===== src/rtl/cmdreg_pkg.sv =====
package cmdreg_pkg;
   localparam int BYTE_W = 8;
   localparam int BITCNT_W = $clog2(BYTE_W);
   localparam logic [4:0] ADDR_FIXED = 5'b10010;

   typedef enum logic [3:0] {
      ST_IDLE, ST_ADDR, ST_ADDR_ACK, ST_CMD, ST_CMD_ACK,
      ST_DATA, ST_DATA_ACK, ST_HOLD, ST_SKIP
   } link_state_t;

   typedef enum logic [1:0] { SEL_NONE, SEL_FREQ, SEL_CTRL } reg_sel_t;
endpackage


===== src/rtl/cmdreg_bus_sync.sv =====
module cmdreg_bus_sync #(
   parameter int SYNC_STAGES = 2
) (
   input  logic clk,
   input  logic rst_n,
   input  logic scl_i,
   input  logic sda_i,
   output logic sda_s,
   output logic start_p,
   output logic stop_p,
   output logic rise_p,
   output logic fall_p
);
   logic [SYNC_STAGES-1:0] scl_pipe, sda_pipe;
   logic scl_d, sda_d, scl_s;

   genvar g;
   generate
      for (g = 0; g < SYNC_STAGES; g++) begin : g_stage
         if (g == 0) begin : g_first
            always_ff @(posedge clk or negedge rst_n)
               if (!rst_n) begin
                  scl_pipe[0] <= 1'b1;
                  sda_pipe[0] <= 1'b1;
               end else begin
                  scl_pipe[0] <= scl_i;
                  sda_pipe[0] <= sda_i;
               end
         end else begin : g_next
            always_ff @(posedge clk or negedge rst_n)
               if (!rst_n) begin
                  scl_pipe[g] <= 1'b1;
                  sda_pipe[g] <= 1'b1;
               end else begin
                  scl_pipe[g] <= scl_pipe[g-1];
                  sda_pipe[g] <= sda_pipe[g-1];
               end
         end
      end
   endgenerate

   assign scl_s = scl_pipe[SYNC_STAGES-1];
   assign sda_s = sda_pipe[SYNC_STAGES-1];

   always_ff @(posedge clk or negedge rst_n)
      if (!rst_n) begin
         scl_d <= 1'b1;
         sda_d <= 1'b1;
      end else begin
         scl_d <= scl_s;
         sda_d <= sda_s;
      end

   assign start_p = scl_s & scl_d & sda_d & ~sda_s;
   assign stop_p  = scl_s & scl_d & ~sda_d & sda_s;
   assign rise_p  = scl_s & ~scl_d;
   assign fall_p  = ~scl_s & scl_d;
endmodule


===== src/rtl/cmdreg_link_fsm.sv =====
module cmdreg_link_fsm
   import cmdreg_pkg::*;
#(
   parameter logic [7:0] CMD_FREQ = 8'h12,
   parameter logic [7:0] CMD_CTRL = 8'h10
) (
   input  logic              clk,
   input  logic              rst_n,
   input  logic              sda_s,
   input  logic              start_p,
   input  logic              stop_p,
   input  logic              rise_p,
   input  logic              fall_p,
   input  logic [1:0]        addr_pins,
   output logic              sda_oe,
   output logic              commit,
   output reg_sel_t          sel,
   output logic [BYTE_W-1:0] stage,
   output link_state_t       state
);
   logic [BYTE_W-1:0]   shift_q;
   logic [BITCNT_W-1:0] cnt_q;
   logic                done_q, pin_hi_q, pin_lo_q;
   logic                accept;

   always_comb begin
      unique case (state)
         ST_ADDR: accept = (shift_q == {ADDR_FIXED, pin_hi_q, pin_lo_q, 1'b0});
         ST_CMD:  accept = (shift_q == CMD_FREQ) || (shift_q == CMD_CTRL);
         ST_DATA: accept = 1'b1;
         default: accept = 1'b0;
      endcase
   end

   always_ff @(posedge clk or negedge rst_n) begin
      if (!rst_n) begin
         state    <= ST_IDLE;
         shift_q  <= '0;
         cnt_q    <= '0;
         done_q   <= 1'b0;
         pin_hi_q <= 1'b0;
         pin_lo_q <= 1'b0;
         sda_oe   <= 1'b0;
         commit   <= 1'b0;
         sel      <= SEL_NONE;
         stage    <= '0;
      end else begin
         commit <= 1'b0;
         if (start_p) begin
            state  <= ST_ADDR;
            cnt_q  <= '0;
            done_q <= 1'b0;
            sda_oe <= 1'b0;
            sel    <= SEL_NONE;
         end else if (stop_p) begin
            commit <= (state == ST_HOLD);
            state  <= ST_IDLE;
            sda_oe <= 1'b0;
         end else begin
            unique case (state)
               ST_ADDR, ST_CMD, ST_DATA: begin
                  if (rise_p) begin
                     shift_q <= {shift_q[BYTE_W-2:0], sda_s};
                     cnt_q   <= cnt_q + 1'b1;
                     if (state == ST_ADDR && cnt_q == BITCNT_W'(5)) pin_hi_q <= addr_pins[1];
                     if (state == ST_ADDR && cnt_q == BITCNT_W'(6)) pin_lo_q <= addr_pins[0];
                     if (cnt_q == BITCNT_W'(BYTE_W-1)) done_q <= 1'b1;
                  end else if (fall_p && done_q) begin
                     done_q <= 1'b0;
                     cnt_q  <= '0;
                     if (accept) begin
                        sda_oe <= 1'b1;
                        if (state == ST_ADDR) state <= ST_ADDR_ACK;
                        else if (state == ST_CMD) begin
                           state <= ST_CMD_ACK;
                           sel   <= (shift_q == CMD_FREQ) ? SEL_FREQ : SEL_CTRL;
                        end else begin
                           state <= ST_DATA_ACK;
                           stage <= shift_q;
                        end
                     end else begin
                        state <= ST_SKIP;
                     end
                  end
               end
               ST_ADDR_ACK: if (fall_p) begin sda_oe <= 1'b0; state <= ST_CMD;  end
               ST_CMD_ACK:  if (fall_p) begin sda_oe <= 1'b0; state <= ST_DATA; end
               ST_DATA_ACK: if (fall_p) begin sda_oe <= 1'b0; state <= ST_HOLD; end
               default: ;
            endcase
         end
      end
   end
endmodule


===== src/rtl/cmdreg_regbank.sv =====
module cmdreg_regbank
   import cmdreg_pkg::*;
#(
   parameter int               CTRL_W   = 4,
   parameter logic [BYTE_W-1:0] FREQ_RST = '0,
   parameter logic [CTRL_W-1:0] CTRL_RST = '0
) (
   input  logic              clk,
   input  logic              rst_n,
   input  logic              commit,
   input  reg_sel_t          sel,
   input  logic [BYTE_W-1:0] stage,
   output logic [BYTE_W-1:0] freq_q,
   output logic [CTRL_W-1:0] ctrl_q
);
   always_ff @(posedge clk or negedge rst_n)
      if (!rst_n) begin
         freq_q <= FREQ_RST;
         ctrl_q <= CTRL_RST;
      end else if (commit) begin
         if (sel == SEL_FREQ) freq_q <= stage;
         if (sel == SEL_CTRL) ctrl_q <= stage[CTRL_W-1:0];
      end
endmodule


===== src/rtl/cmdreg_i2c_slave.sv =====
module cmdreg_i2c_slave
   import cmdreg_pkg::*;
#(
   parameter int          SYNC_STAGES = 2,
   parameter int          CTRL_W      = 4,
   parameter logic [7:0]  CMD_FREQ    = 8'h12,
   parameter logic [7:0]  CMD_CTRL    = 8'h10,
   parameter logic [7:0]  FREQ_RST    = 8'h00,
   parameter logic [CTRL_W-1:0] CTRL_RST = '0
) (
   input  logic              clk,
   input  logic              rst_n,
   input  logic              scl_i,
   input  logic              sda_i,
   output logic              sda_oe_o,
   input  logic [1:0]        addr_pins_i,
   output logic [7:0]        freq_o,
   output logic [CTRL_W-1:0] ctrl_o
);
   generate
      if (SYNC_STAGES < 2) begin : g_chk_sync
         $error("SYNC_STAGES must be at least 2");
      end
      if (CTRL_W < 1 || CTRL_W > BYTE_W) begin : g_chk_ctrl
         $error("CTRL_W must lie in 1..8");
      end
      if (CMD_FREQ == CMD_CTRL) begin : g_chk_cmd
         $error("command codes must differ");
      end
   endgenerate

   logic        sda_s, start_p, stop_p, rise_p, fall_p, commit;
   reg_sel_t    sel;
   logic [7:0]  stage;
   link_state_t link_state;

   cmdreg_bus_sync #(.SYNC_STAGES(SYNC_STAGES)) u_sync (
      .clk(clk), .rst_n(rst_n), .scl_i(scl_i), .sda_i(sda_i),
      .sda_s(sda_s), .start_p(start_p), .stop_p(stop_p),
      .rise_p(rise_p), .fall_p(fall_p)
   );

   cmdreg_link_fsm #(.CMD_FREQ(CMD_FREQ), .CMD_CTRL(CMD_CTRL)) u_link (
      .clk(clk), .rst_n(rst_n), .sda_s(sda_s), .start_p(start_p),
      .stop_p(stop_p), .rise_p(rise_p), .fall_p(fall_p),
      .addr_pins(addr_pins_i), .sda_oe(sda_oe_o), .commit(commit),
      .sel(sel), .stage(stage), .state(link_state)
   );

   cmdreg_regbank #(.CTRL_W(CTRL_W), .FREQ_RST(FREQ_RST), .CTRL_RST(CTRL_RST)) u_regs (
      .clk(clk), .rst_n(rst_n), .commit(commit), .sel(sel), .stage(stage),
      .freq_q(freq_o), .ctrl_q(ctrl_o)
   );
endmodule


===== config.mk =====
export PLATFORM = sky130hd
export DESIGN_NAME = cmdreg_i2c_slave
export DESIGN_NICKNAME = d
export VERILOG_FILES = /design/src/rtl/cmdreg_pkg.sv /design/src/rtl/cmdreg_bus_sync.sv /design/src/rtl/cmdreg_link_fsm.sv /design/src/rtl/cmdreg_regbank.sv /design/src/rtl/cmdreg_i2c_slave.sv
export SDC_FILE = /design/constraint.sdc
export NUM_CORES = 1
export LEC_CHECK = 0
export BUFFER_PORTS_ARGS = -buffer_cell sky130_fd_sc_hd__clkbuf_2
export CORE_UTILIZATION = 53
export DETAILED_ROUTE_END_ITERATION = 10
export PLACE_DENSITY = 0.85
export SLEW_MARGIN = 20
export SYNTH_ARGS = -nofsm -noshare
export SYNTH_HDL_FRONTEND = slang
export SYNTH_SLANG_ARGS = --single-unit
export TNS_END_PERCENT = 20

===== constraint.sdc =====
create_clock -name clk -period 1.6 [get_ports clk]
set_input_delay 0.08 -clock clk [delete_from_list [all_inputs] [get_ports clk]]
set_output_delay 0.08 -clock clk [all_outputs]
set_load 0.005 [all_outputs]

==> impl_metrics.env, run 1 <==
export IMPL_status="complete, but fails checks"
export IMPL_start_util_pct=55.17
export IMPL_syn_num_nets=188
export IMPL_maxCapViolations=0
export IMPL_min_period_ns=1.646
export IMPL_clock_skew_ns=0.004839
export IMPL_path_class="register to register"
export IMPL_cts_path_max_buffers=2
export IMPL_p_leak_nw=1.295
export IMPL_fillers=270
export IMPL_syn_avg_cell_area_um2=12.31
export IMPL_finalPower_mw=3.291
export IMPL_worstPathMaxFanout=6
export IMPL_tightest_slew_ns=0.5819
export IMPL_critical_path_arrival_ns=1.82
export IMPL_end_kind="register"
export IMPL_ys_warn_count=0
export IMPL_synthCells=178
export IMPL_post_place_cells=257
export IMPL_layout_drive_gt1_share_pct=45.70
export IMPL_clockRootBuffer="clkbuf_8"
export IMPL_ir_drop_mv=0.8509
export IMPL_post_place_ws_ns=0.002106
export IMPL_die_x_um=66.30
export IMPL_drt_wirelength_per_cell_um=17.06
export IMPL_die_area_um2=4395
export IMPL_ys_seq_area_share_pct=55.17
export IMPL_violations="setup timing"
export IMPL_async_flop_share_pct=100.0
export IMPL_antenna_left=0
export IMPL_cts_sinks=48
export IMPL_synth_edf_count=0
export IMPL_ios=19
export IMPL_dp_hpwl_um=3043
export IMPL_row_count=23
export IMPL_firstDrtPassIters=4
export IMPL_setup_viol=2
export IMPL_fmaxAchievable_ghz=0.6075
export IMPL_synth_top_area_share_pct=47.97
export IMPL_fin_crit_sh_pct=102.9
export IMPL_yosysUniqueCellTypes=44
export IMPL_synth_flop_cell="dfrtp_1"
export IMPL_htree_levels=2
export IMPL_tns_ns=-0.04821
export IMPL_rsz0062_at_grt="true"
export IMPL_grt_overflow=0
export IMPL_ys_top_cells_by_area="dfrtp_1 (48%), mux2_2 (14%), dfstp_2 (7.2%)"
export IMPL_cts_tree="yes"
export IMPL_slew_headroom_pct=61.21
export IMPL_grt_antenna_before_repair=0
export IMPL_grt_pass1_vias=1526
export IMPL_required_ns=1.78
export IMPL_grt_pass1_wl_um=7127
export IMPL_synth_common_cells="dfrtp_1 (42), mux2_2 (27), nand2_1 (10)"
export IMPL_synth_seq_cells=48
export IMPL_track_usage_pct=22.00
export IMPL_final_util_pct=67.20
export IMPL_powerDensity_nw_per_um2=1233
export IMPL_insertedDiodeCount=0
export IMPL_post_route_cell_area_um2=2669
export IMPL_postPlaceCellArea_um2=2432
export IMPL_report_final_hold_viol_count=0
export IMPL_clk_latency_ns=0.29
export IMPL_gr_usage_met3_pct=5.690
export IMPL_vias=1549
export IMPL_nNetsFinal=231
export IMPL_fin_ws_ns=-0.04610
export IMPL_drc=0
export IMPL_met2_usage_pct=34.69
export IMPL_path_clk_slew_ns=0.08
export IMPL_busiest_layer="met2"
export IMPL_grt_max_degree=49
export IMPL_report_final_slew_viol_count=0
export IMPL_port_buffers=18
export IMPL_whs_ns=0.01203
export IMPL_synth_most_common_cell="dfrtp_1"
export IMPL_synth_area_leader_cell="dfrtp_1"
export IMPL_die_y_um=66.30
export IMPL_gp_congestion=0.8975
export IMPL_syn_to_final_growth_pct=21.82
export IMPL_core_region_area_um2=3971
export IMPL_cts_buffers_inserted=5
export IMPL_start_kind="register"
export IMPL_holdCritPathClass="primary input to register"
export IMPL_stdcell_count=271
export IMPL_syn_cell_area_um2=2191
export IMPL_drt_total_wl_um=4624
export IMPL_viasPerCell=5.716
export IMPL_globalRouteMet1Util_pct=28.54
export IMPL_first_iter_violations=118
==> what timing repair did <==
item                       CTS  global route
hold buffers                 3             0
pin swaps                    0             4
gates resized for setup      2            17
setup endpoints to repair    2            16
hold endpoints to repair    44             0
setup buffers                0             4
==> worst paths after layout <==
path,depth (start not counted),startpoint,slack [ns],to
worst max register to register,5,u_link.state[0]$_DFFE_PN0P_,-0.05,u_link.state[2]$_DFFE_PN0P_
max in group asynchronous,3,rst_n,0.76,u_link.state[2]$_DFFE_PN0P_
worst max-delay path,5,u_link.state[0]$_DFFE_PN0P_,-0.05,u_link.state[2]$_DFFE_PN0P_
worst min register to register,0,u_sync.sda_pipe[0]$_DFF_PN1_,0.36,u_sync.sda_s$_DFF_PN1_
min in group asynchronous,3,rst_n,0.40,u_link.state[3]$_DFFE_PN0P_
worst min-delay path,2,addr_pins_i[0],0.01,u_link.pin_lo_q$_DFFE_PN0P_
==> flip-flops by register name, summed over array words and instances, names as in the netlist, 2 cells and up <==
register and flops:
u_link.sel 2, u_link.cnt_q 3, u_link.state 4, u_regs.freq_q 8
u_regs.ctrl_q 4, u_link.shift_q 8, u_link.stage 8
==> area by class of cell <==
type,instances,area [um2],share of cell area (%)
clock inverters,1,8.758,0.3282
inverters,7,26.28,0.9845
clock buffers,6,82.58,3.094
repair buffers,43,285.3,10.69
multi-input cells,116,991.0,37.13
flip-flops and latches,48,1212,45.43
well taps,50,62.56,2.344
==> worst max-delay path, cell delays in order (launching register included) <==
cell and delay [ns]:
dfrtp_1 0.42, nor2b_4 0.24, and3_1 0.19, o31a_1 0.28, o31ai_1 0.16, a32o_1 0.25
==> layer usage <==
layer	wire, um	vias to the layer above	share of wire, %
li1	-	720	-
met1	1967	768	43
met2	2305	44	50
met3	208	17	4.5
met4	143	0	3.1
met5	0	-	0
==> power breakdown <==
group	total, mW	switching, mW	internal, mW
Sequential	1.55	0.184	1.37
Clock	0.727	0.382	0.345
Combinational	1.01	0.511	0.500
==> kinds of logic (layout without fill, tap and decap cells) <==
family,after synthesis,count (layout),share of synthesized area (%)
fa+ha+maj,4,4,2.285
mux,32,32,16.28
compound gates,28,28,8.110
simple gates,48,48,13.25
xor+xnor,4,4,1.599
buf+inv,14,57,3.312
flops,48,48,55.17
==> layout by cell type (no fill, tap or decap), types with 4 or more instances in the layout <==
cell type	netlist	layout
ha_1	4	4
nor2_1	9	9
dfstp_2	6	6
nand2_1	10	10
o21ai_0	7	6
clkbuf_2	0	18
nand3b_1	4	4
a21oi_1	9	6
nand3_1	6	4
clkbuf_8	0	6
dfrtp_1	42	39
mux2_2	27	27
inv_1	6	6
buf_4	2	22
Power figures use the tool's default switching activity.
==> run 2: changes to the inputs <==
--- a/config.mk
+++ b/config.mk
@@ -6,6 +6,7 @@
 export NUM_CORES = 1
 export LEC_CHECK = 0
 export BUFFER_PORTS_ARGS = -buffer_cell sky130_fd_sc_hd__clkbuf_2
+export CORE_ASPECT_RATIO = 1.2
 export CORE_UTILIZATION = 53
 export DETAILED_ROUTE_END_ITERATION = 10
 export PLACE_DENSITY = 0.85
==> impl_metrics.env, run 2 (synthesis results as in run 1) <==
export IMPL_status="complete, but fails checks"
export IMPL_violations="setup timing"
export IMPL_ir_drop_mv=0.7985
export IMPL_insertedDiodeCount=0
export IMPL_path_clk_slew_ns=0.10
export IMPL_netSwitchingFraction_pct=33.54
export IMPL_start_kind="register"
export IMPL_antenna_left=0
export IMPL_top_regs="u_link.shift_q (8), u_link.stage (8), u_regs.freq_q (8)"
export IMPL_first_iter_violations=99
export IMPL_track_usage_pct=23.11
export IMPL_worstPathMaxFanout=6
export IMPL_grt_antenna_before_repair=0
export IMPL_viasPerCell=5.686
export IMPL_clock_skew_ns=0.01353
export IMPL_port_buffers=18
export IMPL_vias=1592
export IMPL_row_count=25
export IMPL_required_ns=1.80
export IMPL_grt_max_degree=30
export IMPL_clkPwrFrac_pct=23.1
export IMPL_setup_viol=8
export IMPL_nNetsFinal=235
export IMPL_finalPower_mw=3.287
export IMPL_pwr_share_comb_pct=29.9
export IMPL_most_common_layout_cells="dfrtp_1 (41), mux2_2 (27), buf_4 (24)"
export IMPL_report_final_slew_viol_count=0
export IMPL_drt_total_wl_um=4724
export IMPL_dp_hpwl_um=3034
export IMPL_tns_ns=-0.1495
export IMPL_grt_pass1_vias=1536
export IMPL_post_place_cells=260
export IMPL_layout_drive_gt1_share_pct=43.36
export IMPL_p_sw_mw=1.103
export IMPL_core_region_area_um2=3941
export IMPL_rsz0062_at_grt="true"
export IMPL_fin_ws_ns=-0.06166
export IMPL_holdCritPathClass="primary input to register"
export IMPL_grt_pass1_wl_um=7307
export IMPL_fillers=286
export IMPL_die_area_um2=4396
export IMPL_fin_crit_sh_pct=103.9
export IMPL_slew_headroom_pct=63.98
export IMPL_drc=0
export IMPL_cts_sinks=48
export IMPL_die_y_um=72.43
export IMPL_internal_power_mw=2.185
export IMPL_ios=19
export IMPL_critical_path_arrival_ns=1.86
export IMPL_clk_latency_ns=0.31
export IMPL_maxCapViolations=0
export IMPL_clockRootBuffer="clkbuf_8"
export IMPL_drt_wirelength_per_cell_um=16.87
export IMPL_cts_tree="yes"
export IMPL_syn_to_final_growth_pct=22.62
export IMPL_path_class="register to register"
export IMPL_stdcell_count=280
export IMPL_die_x_um=60.69
export IMPL_firstDrtPassIters=4
export IMPL_min_period_ns=1.662
export IMPL_tightest_slew_ns=0.5402
export IMPL_report_final_hold_viol_count=0
export IMPL_fmaxAchievable_ghz=0.6018
export IMPL_reg2regPathDepth=5
export IMPL_holdPathStages=2
export IMPL_p_leak_nw=1.305
export IMPL_htree_levels=2
export IMPL_grt_overflow=0
export IMPL_start_util_pct=55.59
export IMPL_gp_congestion=0.8708
export IMPL_powerDensity_nw_per_um2=1224
export IMPL_final_common_cell="dfrtp_1"
export IMPL_end_kind="register"
export IMPL_cts_path_max_buffers=2
export IMPL_cts_buffers_inserted=5
export IMPL_power_frac_seq_pct=47.0
==> run 2: path summary, 6_finish.rpt <==
| check | startpoint | to | slack (ns) |
|---|---|---|---|
| setup / recovery | u_link.state[0]$_DFFE_PN0P_ | u_link.state[2]$_DFFE_PN0P_ | -0.06 |
| hold / removal | addr_pins_i[0] | u_link.pin_lo_q$_DFFE_PN0P_ | 0.00009 |
| setup reg to reg | u_link.state[0]$_DFFE_PN0P_ | u_link.state[2]$_DFFE_PN0P_ | -0.06 |
| hold reg to reg | u_sync.scl_pipe[0]$_DFF_PN1_ | u_sync.scl_s$_DFF_PN1_ | 0.36 |
| max in group asynchronous | rst_n | u_link.stage[7]$_DFFE_PN0P_ | 0.78 |
| min in group asynchronous | rst_n | u_link.sda_oe$_DFFE_PN0P_ | 0.27 |
==> run 2: final cells by class <==
type	count	area, um2	share of cell area [%]
inverter	7	26.28	0.9781
clock buffer	6	82.58	3.074
multi-input combinational	116	955.9	35.58
timing repair buffer	47	330.3	12.30
tap	54	67.56	2.515
sequential	48	1210	45.04
clock inverter	2	13.76	0.5123
==> run 2: metal layers <==
layer	part of all wire, %	global-route usage [%]	vias up
li1	-	-	731
met1	39	29.66	783
met2	53	38.46	60
met3	4.5	3.922	18
met4	3.2	9.343	0
met5	0	0	-
==> run 2: what timing repair did <==
action                     CTS  global route
hold buffers                 4             0
setup buffers                4             4
gates resized for setup      0            11
pin swaps                    1             3
hold endpoints to repair    16             0
setup endpoints to repair    3            17
gates cloned                 0             0
==> run 2: worst max-delay path: stages (launching register included) <==
cell,delay (ns)
dfrtp_1,0.45
nor2b_4,0.30
and3_1,0.21
o31a_1,0.26
o31ai_1,0.11
a32o_1,0.22
==> run 2: per-stage QoR <==
step / utilization, % / hold WS (ns) / area [um2] / setup WS, ns
CTS: 66.19 / 0.0005587 / 2609 / -0.0003799
global placement: 61.97 / 0.07268 / 2442 / 0.03169
floorplan: - / -0.2156 / 2191 / 0.05081
detailed placement: 61.97 / 0.07534 / 2442 / -0.02225
global route: 68.16 / 0.007400 / 2686 / -0.1116
finish: 68.16 / 0.00008654 / 2686 / -0.06166
==> run 2: power by group through the flow <==
stage | registers (mW) | clock network (mW) | logic, mW
3_5_place_dp | 1.55 | 0 | 0.825
6_report | 1.54 | 0.761 | 0.982
3_3_place_gp | 1.54 | 0 | 0.797
4_1_cts | 1.53 | 0.769 | 0.855
2_1_floorplan | 1.49 | 0 | 0.597
5_1_grt | 1.57 | 0.818 | 1.07
